**src/rtl/tcs_pkg.sv**
```systemverilog
package tcs_pkg;
  // Width of an index that counts 0 .. m-1 (at least one bit).
  function automatic int idx_width(input int m);
    return (m > 1) ? $clog2(m) : 1;
  endfunction
endpackage

```
**src/rtl/tcs_modcnt.sv**
```systemverilog
module tcs_modcnt #(
  parameter int MOD = 4,
  parameter int AW  = tcs_pkg::idx_width(MOD)
) (
  input  logic          clk,
  input  logic          rst,
  input  logic          adv,
  output logic [AW-1:0] idx
);
  localparam logic [AW-1:0] LAST = AW'(MOD - 1);

  always_ff @(posedge clk) begin
    if (rst)
      idx <= '0;
    else if (adv)
      idx <= (idx == LAST) ? '0 : idx + 1'b1;
  end
endmodule

```
**src/rtl/tcs_bank.sv**
```systemverilog
module tcs_bank #(
  parameter int N  = 4,
  parameter int W  = 8,
  parameter int AW = tcs_pkg::idx_width(N)
) (
  input  logic          clk,
  input  logic          we,
  input  logic [AW-1:0] waddr,
  input  logic [W-1:0]  wdata,
  input  logic [AW-1:0] raddr,
  output logic [W-1:0]  rdata
);
  logic [W-1:0] mem [N];

  always_ff @(posedge clk) begin
    if (we)
      mem[waddr] <= wdata;
  end

  assign rdata = mem[raddr];
endmodule

```
**src/rtl/tcs_unloader.sv**
```systemverilog
module tcs_unloader #(
  parameter int W = 8
) (
  input  logic         clk,
  input  logic         rst,
  input  logic         load,
  input  logic [W-1:0] word,
  output logic         busy,
  output logic         ser_out,
  output logic         ser_frame,
  output logic         ser_valid
);
  localparam int CW = tcs_pkg::idx_width(W);
  localparam logic [CW-1:0] FIRST_LEFT = CW'(W - 1);

  logic [W-1:0]  sreg;
  logic [CW-1:0] left;

  always_ff @(posedge clk) begin
    if (rst) begin
      sreg      <= '0;
      left      <= '0;
      ser_frame <= 1'b0;
      ser_valid <= 1'b0;
    end else begin
      ser_frame <= load;
      ser_valid <= load | (left != '0);
      if (load) begin
        sreg <= word;
        left <= FIRST_LEFT;
      end else begin
        sreg <= {sreg[W-2:0], 1'b0};
        if (left != '0)
          left <= left - 1'b1;
      end
    end
  end

  assign ser_out = sreg[W-1];
  assign busy    = (left != '0);
endmodule

```
**src/rtl/tap_capture_serializer.sv**
```systemverilog
module tap_capture_serializer #(
  parameter int N_REGS = 4,
  parameter int WORD_W = 8
) (
  input  logic              clk,
  input  logic              rst,
  input  logic [WORD_W-1:0] cap_data,
  input  logic              cap_stb,
  input  logic              unload_req,
  output logic              ser_out,
  output logic              ser_frame,
  output logic              ser_valid,
  output logic              overrun_err
);
  localparam int AW = tcs_pkg::idx_width(N_REGS);

  logic [AW-1:0]     wr_idx;
  logic [AW-1:0]     rd_idx;
  logic [WORD_W-1:0] bank_q;
  logic [WORD_W-1:0] load_word;
  logic              unl_busy;
  logic              accept;

  assign accept = unload_req & ~unl_busy;

  tcs_modcnt #(.MOD(N_REGS), .AW(AW)) u_wcnt (
    .clk(clk), .rst(rst), .adv(cap_stb), .idx(wr_idx)
  );

  tcs_modcnt #(.MOD(N_REGS), .AW(AW)) u_rcnt (
    .clk(clk), .rst(rst), .adv(accept), .idx(rd_idx)
  );

  tcs_bank #(.N(N_REGS), .W(WORD_W), .AW(AW)) u_bank (
    .clk(clk), .we(cap_stb), .waddr(wr_idx), .wdata(cap_data),
    .raddr(rd_idx), .rdata(bank_q)
  );

  // Same-slot write and load: forward the word being written.
  assign load_word = (cap_stb && (wr_idx == rd_idx)) ? cap_data : bank_q;

  tcs_unloader #(.W(WORD_W)) u_unl (
    .clk(clk), .rst(rst), .load(accept), .word(load_word),
    .busy(unl_busy), .ser_out(ser_out), .ser_frame(ser_frame),
    .ser_valid(ser_valid)
  );

  always_ff @(posedge clk) begin
    if (rst)
      overrun_err <= 1'b0;
    else if (unload_req && unl_busy)
      overrun_err <= 1'b1;
  end
endmodule

```
**config.mk**
```make
export PLATFORM = sky130hd
export DESIGN_NAME = tap_capture_serializer
export DESIGN_NICKNAME = d
export VERILOG_FILES = /design/src/rtl/tcs_pkg.sv /design/src/rtl/tcs_modcnt.sv /design/src/rtl/tcs_bank.sv /design/src/rtl/tcs_unloader.sv /design/src/rtl/tap_capture_serializer.sv
export SDC_FILE = /design/constraint.sdc
export NUM_CORES = 1
export LEC_CHECK = 0
export ABC_AREA = 1
export BUFFER_PORTS_ARGS = -buffer_cell sky130_fd_sc_hd__buf_4
export CORE_MARGIN = 2
export CORE_UTILIZATION = 50
export CTS_CLUSTER_SIZE = 14
export DETAILED_ROUTE_END_ITERATION = 6
export PLACE_DENSITY_LB_ADDON = 0.15
export SLEW_MARGIN = 20
export SYNTH_ARGS = -nofsm -noshare
export SYNTH_HDL_FRONTEND = slang
export SYNTH_SLANG_ARGS = --single-unit
```
**constraint.sdc**
```tcl
create_clock -name clk -period 1.23 [get_ports clk]
set_input_delay 0.0615 -clock clk [delete_from_list [all_inputs] [get_ports clk]]
set_output_delay 0.0615 -clock clk [all_outputs]
set_load 0.005 [all_outputs]
```
-- Yosys cells after proc, flatten, opt, wreduce, memory -nomap -nowiden
Memory sizes are Yosys's and may differ from the RTL's. A register that Yosys moved wholly into a read port is not among the register bits.
Cells that the tools add are included.
W data, S select, Z words.
- register bits after elaboration: 18
- memory bits (writable): 32
- output and inout port bits: 4
- memories: 1
- $add $sub $neg: 3
- equal/unequal tests: 3
- muxes and demuxes: 10
- bitwise gates (word level): 4
- reduce and logical (&&, ||, !) cells: 5
- memories (name ; depth ; width ; rd ports ; clocked after memory_dff ; wr ports ; line ; RTL):
    u_bank.mem ; 4 ; 8 ; 1 ; 1 ; 1 ; tcs_bank.sv:13 ; logic [W-1:0] mem [N];
- operators with widths (operator ; count):
    $mux W8 ; 2
    $mux W2 ; 4
    $mux W3 ; 2
    $add A2 B1 Y2 const B ; 2
    $eq A2 B2 Y1 const B ; 2
    $reduce_bool A3 Y1 ; 1
    $sub A3 B1 Y3 const B ; 1
    $eq A2 B2 Y1 ; 1
    $logic_and A1 B1 Y1 ; 2
    $mux W1 ; 2
    $not A1 Y1 ; 2
    $reduce_bool A2 Y1 ; 1
    $reduce_or A2 Y1 ; 1
    $and A1 B1 Y1 ; 1
    $or A1 B1 Y1 ; 1

-- Logic depth before layout (Yosys ltp)
Gate-level depths: netlist of the first run.
- depth after elaboration: 5
- mapped depth: 10

-- Hierarchy
From an unflattened synthesis of the first run, not the netlist that was laid out.
- cells, all modules: 263
- area total of the unflattened synthesis: 2312.2 um^2
- by module, submodules not included (module ; times used ; cells each ; area an instance (um^2)):
    tcs_bank ; 1 ; 133 ; 1387.6
    tcs_unloader ; 1 ; 59 ; 499.2
    tap_capture_serializer ; 1 ; 43 ; 225.2
    tcs_modcnt ; 2 ; 14 ; 100.1

-- Worst setup path before layout of the first run
No wires, ideal clock.
- kind: register -> register
- start: reg u_unl.left[0]
- end: reg u_unl.sreg[2]
- arrival time: 1.134 ns
- data required time: 1.113 ns
- slack: -0.021 ns
- stages on the path, launching flop included: 10
- path buffers: 1
- period minus slack after synthesis: 1.251 ns
- cell sequence: dfxtp_1 inv_1 ha_1 nand2_4 inv_2 nand2_4 inv_4 buf_6 o21ai_0 nor2_1
- longest elaborated chain between the ends: 4
- RTL lines (element ; line ; RTL):
    start: declaration ; tcs_unloader.sv:17 ; logic [CW-1:0] left;
    start signal: assignment ; tcs_unloader.sv:34 ; left <= left - 1'b1;
    $reduce_bool A3 Y1 ; tcs_unloader.sv:40 ; assign busy = (left != '0);
    $not A1 Y1 ; tap_capture_serializer.sv:24 ; assign accept = unload_req & ~unl_busy;
    $and A1 B1 Y1 ; tap_capture_serializer.sv:24 ;
    $mux W8 ; tcs_unloader.sv:28 ; if (load) begin
    end signal: assignment ; tcs_unloader.sv:29 ; sreg <= word;
    end signal: assignment ; tcs_unloader.sv:32 ; sreg <= {sreg[W-2:0], 1'b0};
    end: declaration ; tcs_unloader.sv:16 ; logic [W-1:0] sreg;
Every way passes these cells.
A chain may end at the register's enable or synchronous reset.

-- Worst setup path in the final report of the first run
- start: reg u_wcnt.idx[0]
- end: reg u_unl.sreg[6]
- longest elaborated chain between the ends: 4
- RTL lines (element ; line ; RTL):
    start: declaration ; tcs_modcnt.sv:8 ; output logic [AW-1:0] idx
    start signal: assignment ; tcs_modcnt.sv:16 ; idx <= (idx == LAST) ? '0 : idx + 1'b1;
    $eq A2 B2 Y1 ; tap_capture_serializer.sv:40 ; assign load_word = (cap_stb && (wr_idx == rd_idx)) ? cap_data : bank_q;
    $logic_and A1 B1 Y1 ; tap_capture_serializer.sv:40 ;
    $mux W8 ; tap_capture_serializer.sv:40 ;
    $mux W8 ; tcs_unloader.sv:28 ;
Every way passes these cells.

==> results of run 1 <==
[per-layer routing]
metal / vias to the layer above / track usage (%)
met5: - / 0
met4: 0 / 6.50
met3: 8 / 4.27
met2: 27 / 29.6
met1: 709 / 24.5
li1: 806 / -
[area by class of cell]
type / count / area, sq um
flip-flops and latches: 52 / 1370
clock inverters: 1 / 7.51
well taps: 52 / 65.1
multi-input cells: 143 / 815
clock buffers: 7 / 86.3
repair buffers: 35 / 317
fillers: 356 / 1580
inverters: 21 / 109
repair inverters: 1 / 6.26
[final timing paths]
check                          endpoint                       start  cells past startpoint
min            overrun_err$_SDFFE_PP0P_                  unload_req                      3
min reg2reg  u_unl.left[1]$_SDFFE_PP0P_  u_unl.left[1]$_SDFFE_PP0P_                      2
max            u_unl.sreg[6]$_SDFF_PP0_  u_wcnt.idx[0]$_SDFFE_PP0P_                      8
max reg2reg    u_unl.sreg[6]$_SDFF_PP0_  u_wcnt.idx[0]$_SDFFE_PP0P_                      8
[metrics by stage]
| step | util (%) | hold slack, ns | setup TNS, ns |
|---|---|---|---|
| global placement | 56.4 | 0.274 | -0.224 |
| CTS | 61.7 | 0.0474 | 0 |
| floorplan | - | 0.134 | 0 |
| global route | 63.7 | 0.0990 | -0.618 |
| detailed placement | 56.4 | 0.279 | -0.760 |
| finish | 63.7 | 0.0724 | 0 |
[worst max-delay path, stage by stage (launching register included)]
cell and delay, ns:
dfxtp_2 0.34, inv_2 0.07, buf_6 0.11, o21ai_4 0.07, buf_6 0.13, nor2_4 0.17, nor2_1 0.06, nor2_1 0.11
nor2_1 0.05
[report_power, final]
| group | total (mW) | internal, mW | leakage (nW) | switching (mW) |
|---|---|---|---|---|
| Clock | 0.990 | 0.458 | 0.0445 | 0.532 |
| Sequential | 2.17 | 2.07 | 0.460 | 0.100 |
| Combinational | 1.59 | 0.651 | 0.611 | 0.937 |
| Total | 4.75 | 3.18 | 1.12 | 1.57 |
[repair_timing]
action | 4_1_cts | 5_1_grt
endpoints found under the hold margin | 36 | 0
cloned | 1 | 1
hold buffers | 9 | 0
setup buffers | 2 | 0
gates resized for setup | 9 | 29
pin swaps | 3 | 16
setup endpoints to repair | 24 | 36
[state kept, by name, summed over array words and instances, names as in the netlist, named ones only]
| name | count |
|---|---|
| u_bank.mem | 32 |
| u_unl.sreg | 8 |
| u_unl.left | 3 |
| u_rcnt.idx | 2 |
| u_wcnt.idx | 2 |
| overrun_err | 1 |
| u_unl.ser_frame | 1 |
| u_unl.ser_valid | 1 |
[cell families after synthesis]
family          count (synthesis)  share of synthesized area [%]
compound gates                 27                           6.71
fa+ha+maj                       7                           3.88
simple gates                  107                           22.0
xor+xnor                        1                          0.388
flops                          52                           60.3
buf+inv                        27                           6.71
[cells in the final DEF (no fill, tap or decap), types with 2 or more instances in the layout]
master / count
a21oi_1: 9
buf_4: 20
buf_6: 5
clkbuf_8: 6
clkinvlp_4: 3
dfxtp_1: 17
dfxtp_2: 2
dlygate4sd3_1: 9
edfxtp_1: 32
ha_1: 6
inv_1: 9
inv_2: 5
inv_4: 4
inv_8: 2
nand2_1: 36
nand2_2: 12
nand2_4: 3
nand3_1: 19
nand3_2: 2
nor2_1: 26
nor2_2: 4
nor2_4: 3
o21ai_0: 8
o21ai_1: 7
==> results.yml, run 1 <==
run_status:
  status: "finished clean"
timing:
  finalSetupViolations: 0
  rsz0062_at_grt: "true"
  fin_worst_skew_ns: 0.0115
  slew_violations: 0
  finalHoldViolCount: 0
  slew_headroom_pct: 80.2
  period_needed_ns: 1.20
  worstMarginPinSlew_ns: 0.297
  fmax_ghz: 0.834
  setup_slack_ns: 0.0307
  fin_crit_sh_pct: 97.5
setup_path:
  reg2reg_slack_ns: 0.03
  critPathArrivalTime_ns: 1.41
  crit_type: "reg -> reg"
  startpoint_type: "flip-flop"
  crit_required_ns: 1.44
  crit_path_end_kind: "flip-flop"
  cp_max_fo: 5
detailed_routing:
  wl_per_cell_um: 13.3
  wl_met1_um: 1920
  drtPass1Iterations: 4
  routed_via_density: 4.97
  wl_met3_um: 141
  drt_iter0_drc: 74
  drtAntennaViolNets: 0
  drcViolationCount: 0
  num_vias: 1550
  routed-wl-met2_um: 2020
  drt_wl_total_um: 4160
  routed.top_layer: "met4"
place:
  port_buffers: 15
  placedCellCount: 291
  dp_hpwl_um: 2810
  dp_slack_ns: -0.0433
  place_congestion: 0.826
  dpl_cell_area_sq_mm: 0.00245
logic_synthesis:
  yosysSeqAreaShare_pct: 60.3
  synth_edf_count: 32
  synth_ff_type: "edfxtp_1"
  yosys_warnings: 0
  synthesis.area_sq_mm: 0.00226
  synth_top_area_share_pct: 42.6
  yosys.area.top_type: "edfxtp_1"
  synth_cell_type_count: 26
  yosys.cell_count.top_type: "nand2_1"
  synth_fp_nets: 240
  ys_ff_latch: 52
  synth.area.top_cells: "edfxtp_1 43%, dfxtp_1 18%, nand2_1 6.7%"
  synth.avg_cell_area_sq_um: 10.2
  synth_cells: 221
  synthArstFlopShare_pct: 0
  synthTopCellsByCount: "40 x nand2_1, 32 x edfxtp_1, 30 x nor2_1"
grt:
  grt_usage_pct: 18.4
  grt_overflow: 0
  grt_max_degree: 18
  grt_pass1_wl_um: 7010
  grt_pass1_vias: 1509
  antenna_found_initial: 0
final_layout:
  fin_area_sq_mm: 0.00277
  nNetsFinal: 278
  area_growth_pct: 22.9
  drive_gt1_share_pct: 30.0
  antennaDiodeCount: 0
  final_cell_count_no_fill: 312
floorplan:
  die_w_um: 71.2
  pin_count: 16
  fp.dieH_um: 71.2
  start_util_pct: 51.8
  fp-row-count: 24
  core_sq_mm: 0.00435
  die_area_sq_mm: 0.00507
clocking:
  cts.sinks: 52
  cts_buffer_depth: 2
  clk_latency_ns: 0.30
  ctsHtreeMaxLevel: 2
  cts_tree: "done"
  clkTransAtPathRegs_ns: 0.10
  ctsRootBufferMaster: "clkbuf_8"
  cts_buffers: 5
pwr:
  irDropWorstVdd_v: 0.00113
  power_density_mw_per_mm2: 1710
  leakage_nw: 1.12
  power_mw: 4.75
hold_path:
  hold_path.class: "in -> reg"
job:
  max-cap-violations: 0
No activity file was read; power rests on OpenSTA's default activity.
==> inputs of run 2 (changes only) <==
==> constraint.sdc (replaced) <==
create_clock -name clk -period 1.3 [get_ports clk]
set_input_delay 0.065 -clock clk [delete_from_list [all_inputs] [get_ports clk]]
set_output_delay 0.065 -clock clk [all_outputs]
set_load 0.005 [all_outputs]
==> run 2 against run 1 <==
Global-route usage shrank 0.67 points. Largest cell class unchanged. Total power shrank 4.3%. Critical endpoint is now u_unl.sreg[5]$_SDFF_PP0_. First-iteration DRC count shrank 24%.
==> results.yml, run 2 (synthesis gave the netlist of run 1 again) <==
run_status:
  status: "finished clean"
timing:
  fin_crit_sh_pct: 93.8
  finalHoldViolCount: 0
  tns_ns: 0
  setup_slack_ns: 0.0803
  worstMarginPinSlew_ns: 0.349
  finalSetupViolations: 0
  fmax_ghz: 0.820
  slew_violations: 0
  fin_worst_skew_ns: 0.00565
  slew_headroom_pct: 76.7
  period_needed_ns: 1.22
detailed_routing:
  drt_wl_total_um: 4320
  num_vias: 1563
  drtAntennaViolNets: 0
  drcViolationCount: 0
  routed_via_density: 5.06
  drt_iter0_drc: 56
  wl_per_cell_um: 14.0
  drtPass1Iterations: 6
setup_path:
  reg2reg_slack_ns: 0.08
  crit_required_ns: 1.49
  worstPathCellList: "inv_1 -> nand2_1 -> nand3_4 -> nor2_2 -> nor2_1 -> nor2_1 -> nor2_1"
  critPathTopFamily: "simple AND/OR/NAND/NOR gates"
  critical_path.slowest_cell: "dfxtp_2"
  r2r-start: "u_rcnt.idx[1]$_SDFFE_PP0P_"
  worstRegToRegCells: 7
  crit_path_end_kind: "flip-flop"
  cp_max_fo: 4
  startpoint_type: "flip-flop"
  timing.critical_path.mode_cell: "nor2_1"
  critPathMaxStageDelay_ns: 0.36
  critPathArrivalTime_ns: 1.41
  rr_endpoint: "u_unl.sreg[5]$_SDFF_PP0_"
  crit_type: "reg -> reg"
  crit_buf_inv: 1
hold_path:
  hold_path.class: "in -> reg"
  hold_path_depth: 3
  holdPathEnd: "overrun_err$_SDFFE_PP0P_"
  hp-start: "unload_req"
final_layout:
  fin_area_sq_mm: 0.00273
  top_regs: "u_bank.mem x32, u_unl.sreg x8, u_unl.left x3"
  nNetsFinal: 275
  mostFrequentLayoutCells: "39 x nand2_1, 32 x edfxtp_1, 30 x nor2_1, 20 x nand3_1, 20 x buf_4"
  largest_reg_flops: 32
  antennaDiodeCount: 0
  mostFrequentLayoutCell: "nand2_1"
  regMostFlops: "u_bank.mem"
  fill_cells: 368
  area_growth_pct: 20.9
  drive_gt1_share_pct: 24.5
clocking:
  cts.sinks: 52
  ctsRootBufferMaster: "clkbuf_8"
  cts_tree: "done"
  clk_latency_ns: 0.30
  cts_buffers: 5
  clkTransAtPathRegs_ns: 0.09
  post_cts_buffers: 0
  ctsHtreeMaxLevel: 2
  cts_buffer_depth: 2
grt:
  grt_pass1_vias: 1477
  grt_usage_pct: 17.7
  antenna_found_initial: 0
  grt_pass1_wl_um: 6830
  grt_overflow: 0
  grt_max_degree: 18
floorplan:
  fp.dieH_um: 71.2
  die_w_um: 71.2
  start_util_pct: 51.8
  fp-row-count: 24
  die_area_sq_mm: 0.00507
  pin_count: 16
  core_sq_mm: 0.00435
place:
  port_buffers: 15
  dpl_cell_area_sq_mm: 0.00247
  dp_slack_ns: 0.0331
  place_congestion: 0.831
  dp_hpwl_um: 2900
job:
  max-cap-violations: 0
pwr:
  leakage_nw: 1.13
  power_density_mw_per_mm2: 1670
  irDropWorstVdd_v: 0.000895
## run 2: layout make-up
type                            instances  area, sq um  area share [%]
Multi-Input combinational cell        143          771            28.3
Sequential cell                        52         1370            50.1
Tap cell                               52         65.1            2.39
Inverter                               21         96.3            3.53
Clock buffer                            8          121            4.45
Timing Repair inverter                  1         6.26           0.229
Timing Repair Buffer                   32          300            11.0
## run 2: tightest hold or removal path: stages
cell	delay, ns
buf_4	0.13
a21oi_1	0.08
nor2_1	0.07
## run 2: worst max-delay path by stage
stage,from,to,cells after the start
2_1_floorplan,u_unl.left[0]$_SDFFE_PP0P_,u_unl.sreg[2]$_SDFF_PP0_,9
3_3_place_gp,u_unl.left[0]$_SDFFE_PP0P_,u_unl.sreg[2]$_SDFF_PP0_,8
3_5_place_dp,u_wcnt.idx[0]$_SDFFE_PP0P_,u_unl.sreg[0]$_SDFF_PP0_,7
4_1_cts,u_unl.left[0]$_SDFFE_PP0P_,u_unl.sreg[1]$_SDFF_PP0_,9
5_1_grt,u_unl.left[0]$_SDFFE_PP0P_,u_unl.sreg[1]$_SDFF_PP0_,9
6_report,u_rcnt.idx[1]$_SDFFE_PP0P_,u_unl.sreg[5]$_SDFF_PP0_,7
## run 2: routing by layer
metal,wire length [um],share of wire (%),vias up,global-route usage (%)
li1,-,-,801,-
met1,1960,45,735,21.8
met2,2190,51,22,31.3
met3,126,2.9,5,2.99
met4,51,1.2,0,6.29
met5,0,0,-,0
## run 2: metrics by stage
stage	instances	power (mW)	utilization (%)	hold WS, ns
2_1_floorplan	221	3.05	-	0.137
3_3_place_gp	290	3.34	56.7	0.277
3_5_place_dp	290	3.35	56.7	0.274
4_1_cts	307	4.46	61.6	0.0481
5_1_grt	309	4.81	62.6	0.111
6_report	309	4.54	62.6	0.0739
## run 2: report_power, final
| group | switching, mW | internal, mW |
|---|---|---|
| combinational | 0.847 | 0.541 |
| clock | 0.503 | 0.602 |
| sequential | 0.0937 | 1.96 |
## run 2: repair_timing
item,4_1_cts,5_1_grt
endpoints found under the hold margin,36,0
setup endpoints to repair,0,12
resized for setup,0,15
hold buffers,9,0
